`src/rtl/wbs_pkg.sv`:
```
package wbs_pkg;

  typedef enum logic [3:0] {
    CMD_MEM_WR     = 4'h7,
    CMD_MEM_WR_INV = 4'hF
  } wcmd_e;

  typedef enum logic [1:0] {
    PH_ALIGN = 2'd0,
    PH_BULK  = 2'd1,
    PH_TAIL  = 2'd2
  } phase_e;

endpackage

```
`src/rtl/wbs_line_math.sv`:
```
module wbs_line_math #(
  parameter int CW  = 16,
  parameter int LSW = 3
) (
  input  logic [LSW-1:0] line_sel,
  input  logic [CW-1:0]  addr_lo,
  input  logic [CW-1:0]  burst_bytes,
  output logic [CW-1:0]  line_mask,
  output logic [CW-1:0]  to_boundary,
  output logic [CW-1:0]  whole_len,
  output logic           misaligned
);
  logic [CW-1:0] line_bytes;
  logic [CW-1:0] offset;

  always_comb begin
    line_bytes  = CW'(1) << line_sel;
    line_mask   = line_bytes - CW'(1);
    offset      = addr_lo & line_mask;
    misaligned  = (offset != '0);
    to_boundary = line_bytes - offset;
    whole_len   = burst_bytes & ~line_mask;
  end
endmodule

```
`src/rtl/wbs_burst_pick.sv`:
```
module wbs_burst_pick #(
  parameter int CW = 16
) (
  input  logic              misaligned,
  input  logic [CW-1:0]     to_boundary,
  input  logic [CW-1:0]     whole_len,
  input  logic [CW-1:0]     remain,
  input  logic [CW-1:0]     thresh,
  input  logic              inv_ok,
  output wbs_pkg::phase_e   phase,
  output wbs_pkg::wcmd_e    cmd,
  output logic [CW-1:0]     len,
  output logic              last
);
  import wbs_pkg::*;

  logic bulk_ok;

  always_comb begin
    bulk_ok = inv_ok && (whole_len != '0) && (remain > thresh) && (remain >= whole_len);
    if (misaligned) begin
      phase = PH_ALIGN;
      cmd   = CMD_MEM_WR;
      len   = (to_boundary < remain) ? to_boundary : remain;
    end else if (bulk_ok) begin
      phase = PH_BULK;
      cmd   = CMD_MEM_WR_INV;
      len   = whole_len;
    end else begin
      phase = PH_TAIL;
      cmd   = CMD_MEM_WR;
      len   = remain;
    end
    last = (len == remain);
  end
endmodule

```
`src/rtl/wbs_seq.sv`:
```
module wbs_seq #(
  parameter int AW  = 32,
  parameter int CW  = 16,
  parameter int LSW = 3
) (
  input  logic           clk,
  input  logic           rst_n,
  input  logic           req_valid,
  output logic           req_ready,
  input  logic [AW-1:0]  req_addr,
  input  logic [CW-1:0]  req_count,
  input  logic [CW-1:0]  cfg_burst_bytes,
  input  logic [LSW-1:0] cfg_line_sel,
  input  logic [CW-1:0]  cfg_inv_thresh,
  input  logic           cfg_inv_en_dev,
  input  logic           cfg_inv_en_bus,
  output logic           bst_valid,
  input  logic           bst_ready,
  output logic [3:0]     bst_cmd,
  output logic [AW-1:0]  bst_addr,
  output logic [CW-1:0]  bst_len,
  output logic           bst_last
);
  import wbs_pkg::*;

  logic           busy;
  logic [AW-1:0]  cur_addr;
  logic [CW-1:0]  remain;
  logic [CW-1:0]  l_burst;
  logic [CW-1:0]  l_thresh;
  logic [LSW-1:0] l_line_sel;
  logic           l_inv_ok;

  logic [CW-1:0]  line_mask;
  logic [CW-1:0]  to_bnd;
  logic [CW-1:0]  whole_len;
  logic           misal;

  phase_e         pick_phase;
  wcmd_e          pick_cmd;
  logic [CW-1:0]  pick_len;
  logic           pick_last;

  logic           req_fire;
  logic           bst_fire;

  wbs_line_math #(.CW(CW), .LSW(LSW)) u_line (
    .line_sel    (l_line_sel),
    .addr_lo     (cur_addr[CW-1:0]),
    .burst_bytes (l_burst),
    .line_mask   (line_mask),
    .to_boundary (to_bnd),
    .whole_len   (whole_len),
    .misaligned  (misal)
  );

  wbs_burst_pick #(.CW(CW)) u_pick (
    .misaligned  (misal),
    .to_boundary (to_bnd),
    .whole_len   (whole_len),
    .remain      (remain),
    .thresh      (l_thresh),
    .inv_ok      (l_inv_ok),
    .phase       (pick_phase),
    .cmd         (pick_cmd),
    .len         (pick_len),
    .last        (pick_last)
  );

  assign bst_valid = busy;
  assign bst_cmd   = pick_cmd;
  assign bst_addr  = cur_addr;
  assign bst_len   = pick_len;
  assign bst_last  = pick_last;

  assign bst_fire  = busy && bst_ready;
  assign req_ready = !busy || (bst_ready && pick_last);
  assign req_fire  = req_valid && req_ready;

  always_ff @(posedge clk) begin
    if (!rst_n) begin
      busy       <= 1'b0;
      cur_addr   <= '0;
      remain     <= '0;
      l_burst    <= '0;
      l_thresh   <= '0;
      l_line_sel <= '0;
      l_inv_ok   <= 1'b0;
    end else begin
      if (bst_fire) begin
        cur_addr <= cur_addr + AW'(pick_len);
        remain   <= remain - pick_len;
        if (pick_last) busy <= 1'b0;
      end
      if (req_fire) begin
        busy       <= (req_count != '0);
        cur_addr   <= req_addr;
        remain     <= req_count;
        l_burst    <= cfg_burst_bytes;
        l_thresh   <= cfg_inv_thresh;
        l_line_sel <= cfg_line_sel;
        l_inv_ok   <= cfg_inv_en_dev && cfg_inv_en_bus;
      end
    end
  end

  AST_CMD_LEGAL: assert property (@(posedge clk) disable iff (!rst_n)
    bst_valid |-> (bst_cmd == 4'h7 || bst_cmd == 4'hF));

  AST_ALIGN_PLAIN: assert property (@(posedge clk) disable iff (!rst_n)
    (bst_valid && pick_phase == PH_ALIGN) |-> (bst_cmd == 4'h7 && bst_len <= to_bnd));

  AST_INV_WHOLE_LINES: assert property (@(posedge clk) disable iff (!rst_n)
    (bst_valid && bst_cmd == 4'hF) |->
      (((bst_len & line_mask) == '0) && ((bst_addr[CW-1:0] & line_mask) == '0)
       && (remain > l_thresh)));

  AST_INV_NEEDS_EN: assert property (@(posedge clk) disable iff (!rst_n)
    (bst_valid && bst_cmd == 4'hF) |-> l_inv_ok);

  AST_LEN_BOUND: assert property (@(posedge clk) disable iff (!rst_n)
    bst_valid |-> (bst_len != '0 && bst_len <= remain));

  AST_HOLD_STABLE: assert property (@(posedge clk) disable iff (!rst_n)
    (bst_valid && !bst_ready) |=> (bst_valid && $stable(bst_cmd) && $stable(bst_addr)
                                   && $stable(bst_len) && $stable(bst_last)));

  AST_ACCEPT_ON_LAST: assert property (@(posedge clk) disable iff (!rst_n)
    (req_valid && req_ready && bst_valid) |-> (bst_ready && bst_last));

  AST_ZERO_COUNT: assert property (@(posedge clk) disable iff (!rst_n)
    (req_valid && req_ready && req_count == '0 && !bst_valid) |=> !bst_valid);

endmodule

```
`config.mk`:
```
export PLATFORM = sky130hd
export DESIGN_NAME = wbs_seq
export DESIGN_NICKNAME = d
export VERILOG_FILES = /design/src/rtl/wbs_pkg.sv /design/src/rtl/wbs_line_math.sv /design/src/rtl/wbs_burst_pick.sv /design/src/rtl/wbs_seq.sv
export SDC_FILE = /design/constraint.sdc
export NUM_CORES = 1
export LEC_CHECK = 0
export BUFFER_PORTS_ARGS = -buffer_cell sky130_fd_sc_hd__buf_2
export CORE_UTILIZATION = 45
export DETAILED_ROUTE_END_ITERATION = 6
export PLACE_DENSITY = 0.67
export SETUP_SLACK_MARGIN = 0.15
export SLEW_MARGIN = 40
export SYNTH_ARGS = -nofsm -noshare
export SYNTH_HDL_FRONTEND = slang
export SYNTH_SLANG_ARGS = --single-unit
```
`constraint.sdc`:
```
create_clock -name clk -period 15.5 [get_ports clk]
set_input_delay 1.55 -clock clk [delete_from_list [all_inputs] [get_ports clk]]
set_output_delay 1.55 -clock clk [all_outputs]
set_load 0.005 [all_outputs]
```
# == Word level (Yosys, flattened, before mapping) ==
# Cells that the tools add are included.
# totals
out_inout_bits,55
latch_bits,0
memories,0
ramBits,0
wordCells,46
mem_bits_ro,0
ff_bits,85
in_bits,89
# classes
div,0
n_reduce_logical,15
n_addsub,4
n_lt_le_gt_ge,3
shift,1
eq_ne,1
bitwise,3
muxes,12
n_mul,0
# ops
op,count
$mux 16,5
$mux 32,2
$reduce_bool 16->1,3
$add 32x16->32,1
$and 16x16->16,2
$sub 16x16->16,2
$eq 16x16->1,1
$ge 16x16->1,1
$gt 16x16->1,1
$lt 16x16->1,1
$not 16->16,1
$shl 1x3->16 const A,1
$sub 16x1->16 const B,1
$mux 4,2
$logic_and 1x1->1,7
$reduce_bool 2->1,2
$mux 1,3
$reduce_and 2->1,1
$logic_not 1->1,1
$logic_or 1x1->1,1

# == Longest topological paths before layout ==
# depth
word_depth,16
mapped_depth,36
mapped_depth_nobuf,33

# == By module ==
# A second synthesis with hierarchy kept.
# unflattened
cells_unflattened,1125
area_unflattened_um2,8269.2
# modules_own_cells
mod,seq_area_each_um2,n_inst,cells_per_inst,area_each_um2
wbs_seq,1701.6,1,654,4973.5
wbs_burst_pick,0.0,1,301,2275.9
wbs_line_math,0.0,1,170,1019.7

# == Least setup slack after synthesis ==
# OpenSTA, ideal clock, no wires.
# synth_path
path_kind,register -> register
start,reg l_line_sel[0]
end,reg cur_addr[26] (netlist: bst_addr[26])
setup_time_ns,0.122
stages_incl_launch_ff,37
path_buffers,4
t_arrival_ns,7.273
period_less_slack_ns,7.395
path_slack_ns,8.105
t_required_ns,15.378
cell_sequence,dfxtp_1 -> buf_2 -> buf_1 -> nand2_1 -> o21a_1 -> ha_1 -> inv_1 -> o21ai_0 -> a211o_1 -> a21oi_1 -> o21ai_0 -> a31oi_1 -> o211ai_1 -> o21a_1 -> ha_1 -> a21o_1 -> a21oi_1 -> nor2_1 -> or4_1 -> buf_2 -> nand2_1 -> clkbuf_1 -> o22ai_1 -> a21oi_1 -> ha_1 -> inv_1 -> fa_1 -> nor2b_1 -> o2111ai_1 -> and4b_1 -> o31a_1 -> a2111oi_0 -> nor2_1 -> nor2_1 -> and4_1 -> o21ai_0 -> o311a_1
# synth_via
elab_chain_cells,15
elab_cells_between_ends,24
cone_classes,3 x add/sub; 2 x order compare; 1 x eq/ne; 1 x shift; 5 x mux; 3 x bitwise; 9 x reduce/logical
# synth_rtl
item,line_no,text
start: declaration,wbs_seq.sv:31,logic [LSW-1:0] l_line_sel;
start signal: assignment,wbs_seq.sv:101,l_line_sel <= cfg_line_sel;
$shl 1x3->16 (*),wbs_line_math.sv:17,line_bytes = CW'(1) << line_sel;
branches (longest 8 deep; another with $sub 16x1->16),-,
$mux 16 (*),wbs_burst_pick.sv:21,if (misaligned) begin
named net bst_len[0],wbs_seq.sv:21,"output logic [CW-1:0] bst_len,"
branches (longest 5 deep; another with $add 32x16->32),-,
end signal: assignment,wbs_seq.sv:91,cur_addr <= cur_addr + AW'(pick_len);
end signal: assignment,wbs_seq.sv:97,cur_addr <= req_addr;
end: declaration,wbs_seq.sv:27,logic [AW-1:0] cur_addr;
# Mark *: on every way through the listed nets, which the timed path passes. The select of a mux whose other input is x is not followed.
# A chain may end at the register's enable or synchronous reset.

# == Worst setup path in the final report ==
# layout_path
start,reg l_line_sel[0]
end,out req_ready
# layout_via
elab_chain_cells,13
elab_cells_between_ends,19
cone_classes,2 x add/sub; 2 x order compare; 1 x eq/ne; 1 x shift; 3 x mux; 3 x bitwise; 7 x reduce/logical
# layout_rtl
item,line_no,text
$shl 1x3->16 (*),wbs_line_math.sv:17,
branches (longest 8 deep; another with $sub 16x1->16),-,
$mux 16 (*),wbs_burst_pick.sv:21,
$eq 16x16->1 (*),wbs_burst_pick.sv:34,last = (len == remain);
$logic_and 1x1->1 (*),wbs_seq.sv:77,assign req_ready = !busy || (bst_ready && pick_last);
$logic_or 1x1->1 (*),wbs_seq.sv:77,
end: declaration,wbs_seq.sv:9,"output logic req_ready,"
# Mark *: on every way between the ends.

==> impl_results.md <==
- Placed Cells: 1,343
- Antenna cells: 0
- Row cnt: 47
- Largest net degree at the start of global routing: 75
- # port buffers: 140
- RSZ-0062 raised after global routing: no
- Number of flops mapped to enable cells by yosys: 0
- Fill cells: 1,667
- Grt ovf: 0
- Starting Density: 0.4590
- DR DRC count: 0
- Final setup viols: 0
- CTS Hold Bufs: 0
- Total GRT Usage: 0.2884
- Total routed wirelength: 25,200 um
- Final hold slack: 0.4574 ns
- Worst slew pin tran: 0.7882 ns
- DP HPWL: 19,010 um
- Arrival time at the worst endpoint: 7.42 ns
- Multi-input combinational cell area: 5384 um^2
- ANT nets after route: 0
- Clk sinks: 85
- Vias in the first global route: 7,456
- Routed WL per cell: 18.55 um
- Vias: 8,098
- Synth top area share: 0.2243
- Worst-path clk slew: 0.06 ns
- DIE AREA: 17,380 um^2
- Setup TNS Final: 0 ns
- Root buffer cell: clkbuf_16
- Hold Fails Final Rpt: 0
- Post-CTS Setup Bufs: 0
- HP Class: reg2reg
- CTS buffer count: 9
- CTS tree: done
- P&R area growth vs syn: 14.10%
- Die W: 131.8 um
- Status: finished clean
- DRT Pass-1 Iters: 6
- Worst VDD drop: 0.00009435 V
- Post-Synthesis Cell Area: 7585 um^2
- Required @ worst endpoint: 13.95 ns
- Asr flop ratio synth: 0
- Flops & latches, synth: 85
- P_leak: 0.003670 uW
- Fin crit period: 8.967 ns
- Top post-synthesis cells by area: dfxtp_1 22%, ha_1 13%, nand2_1 7.1%, a21oi_1 6.0%, o21ai_0 4.4%
- Synth Warn #: 0
- Global-route wire length before repair: 39,310 um
- Critical path capture point type: primary output
- Register area: 1702 um^2
- Slew margin rel.: 0.4662
- Synth unique cells: 74
- Die Y: 131.8 um
- Post-synthesis sequential area ratio: 0.2243
- CP Max Fanout: 23
- Final setup skew: 0.009547 ns
- Mapped Cells: 1,036
- Vias/cell: 5.963
- Initial drt markers: 586
- Top cell type by total area after synthesis: dfxtp_1
- H-Tree Depth: 3
- Layout cell share with drive strength beyond 1: 0.1731
- Fmax: 111.5 MHz
- Ports: 144
- Initial antenna violation count: 1
- Maxcap violations: 0
- Post-CTS sizing: 0
- Fin crit share: 0.5785
- Clock Latency Late Sink: 0.35 ns
- PD cells: 179.1 nW/um^2
- Syn_area_per_cell: 7.321 um^2
- Finished Layout Cells: 1,358
- Core area: 16,520 um^2
- Nets: 1,306
- Post-synth top flop: dfxtp_1
- WS Path Type: reg2out
- Maximum clock path buffer count: 2
- Final Max Tran Viols: 0
- Crit path launch type: flip-flop
- GPL Wtd Cong: 0.9603
## cell families after synthesis
kind of cell	Yosys count	share of synthesized area
xor gates and xnor gates	33	0.03992
DFF	85	0.2243
and+or+nand+nor	380	0.2423
AOI/OAI and AO/OA	319	0.2773
adders and majority gates	83	0.1389
buffers and inverters	130	0.07011
other	1	0.0004944
muxes	5	0.006599
## path summary, 6_finish.rpt
kind              cells after the start            to  slack, ns          start
setup / recovery                     26     req_ready       6.53  l_line_sel[0]
hold / removal                        2  l_thresh[12]       0.46   l_thresh[12]
setup reg to reg                     33  bst_addr[26]       6.68  l_line_sel[0]
hold reg to reg                       2  l_thresh[12]       0.46   l_thresh[12]
## where the power goes
part | switching (uW) | internal, uW | leakage (uW)
clock | 92.0 | 124 | 0.000132
sequential | 67.6 | 249 | 0.000701
combinational | 583 | 435 | 0.00284
total | 743 | 808 | 0.00367
## synth_stat cells (3+ instances only)
cell	count
a211oi_1	6
a21o_1	12
a21oi_1	91
a311oi_1	17
a31oi_1	23
a41oi_1	4
and2_1	9
and3_1	11
and4_1	3
buf_2	20
buf_4	5
clkbuf_1	36
dfxtp_1	85
ha_1	81
inv_1	67
mux2i_1	5
nand2_1	143
nand2b_1	15
nand3_1	31
nand3b_1	3
nand4_1	23
nor2_1	73
nor2b_1	8
nor3_1	16
nor4_1	16
o2111ai_1	4
o211ai_1	10
o21a_1	14
o21ai_0	66
o21ai_1	8
o221a_2	14
o221ai_1	7
o22ai_1	6
o311a_1	5
o31a_1	3
o31ai_1	5
or2_2	8
or3_1	6
or4_1	4
xnor2_1	19
xor2_1	13
## layout by cell type, fill, tap and decap left out, types with 7 or more instances in the layout
| cell type | synthesis | final |
|---|---|---|
| o221a_2 | 14 | 14 |
| and3_1 | 11 | 11 |
| xor2_1 | 13 | 13 |
| nor4_1 | 16 | 16 |
| nand2b_1 | 15 | 15 |
| nand4_1 | 23 | 23 |
| dfxtp_1 | 85 | 85 |
| a311oi_1 | 17 | 17 |
| or2_2 | 8 | 8 |
| a31oi_1 | 23 | 23 |
| nor2b_1 | 8 | 8 |
| buf_4 | 5 | 8 |
| a21oi_1 | 91 | 91 |
| nor2_1 | 73 | 73 |
| nand3_1 | 31 | 31 |
| inv_1 | 67 | 66 |
| a21o_1 | 12 | 12 |
| o21ai_0 | 66 | 66 |
| o221ai_1 | 7 | 7 |
| o21a_1 | 14 | 14 |
| buf_2 | 20 | 139 |
| and2_1 | 9 | 9 |
| xnor2_1 | 19 | 19 |
| clkbuf_16 | 0 | 9 |
| o21ai_1 | 8 | 8 |
| nand2_1 | 143 | 142 |
| o211ai_1 | 10 | 10 |
| ha_1 | 81 | 81 |
| nor3_1 | 16 | 16 |
## metrics by stage
step           setup slack (ns)  utilization  power, uW  instance area [um^2]
6_report                  6.533       0.5237       1550                  8655
5_1_grt                   5.789       0.5237       1678                  8655
4_1_cts                   6.636       0.5237       1543                  8655
3_5_place_dp              6.840       0.5066       1316                  8372
3_3_place_gp              7.004       0.5059       1316                  8359
2_1_floorplan             8.105            -       1033                  7592
## final cells by class
type	instances	share of cell area
Multi-Input combinational cell	823	0.6221
Sequential cell	85	0.1966
Timing Repair Buffer	147	0.08732
Tap cell	220	0.03181
Inverter	68	0.02949
Clock buffer	11	0.02689
Clock inverter	4	0.005783
## sequential cells by signal, indices dropped and copies added, names as in the netlist
name	count
bst_addr	32
l_burst	16
l_thresh	16
remain	16
l_line_sel	3
bst_valid	1
l_inv_ok	1
## worst max-delay path, cell delays in order (launching register included)
cell,delay (ns)
dfxtp_1,0.83
nor3_1,0.18
inv_1,0.19
nand2_1,0.09
ha_1,0.24
inv_1,0.06
o21ai_0,0.08
a211o_1,0.31
a21oi_1,0.25
o21ai_0,0.17
a31oi_1,0.54
o211ai_1,0.16
o21a_1,0.17
ha_1,0.29
a21o_1,0.16
a21oi_1,0.14
nor2_1,0.05
or4_1,0.72
nand2_1,0.58
o22ai_1,0.23
or2_2,0.32
ha_1,0.37
nand4_1,0.12
nor4_1,0.45
a31oi_1,0.17
inv_1,0.07
buf_2,0.10
## metal layers
layer | routed length, um | GRT usage
met3 | 1670 | 0.04652
met4 | 799 | 0.1169
met1 | 11000 | 0.3808
met2 | 11730 | 0.4677
met5 | 0 | 0
Power figures use the tool's default switching activity.
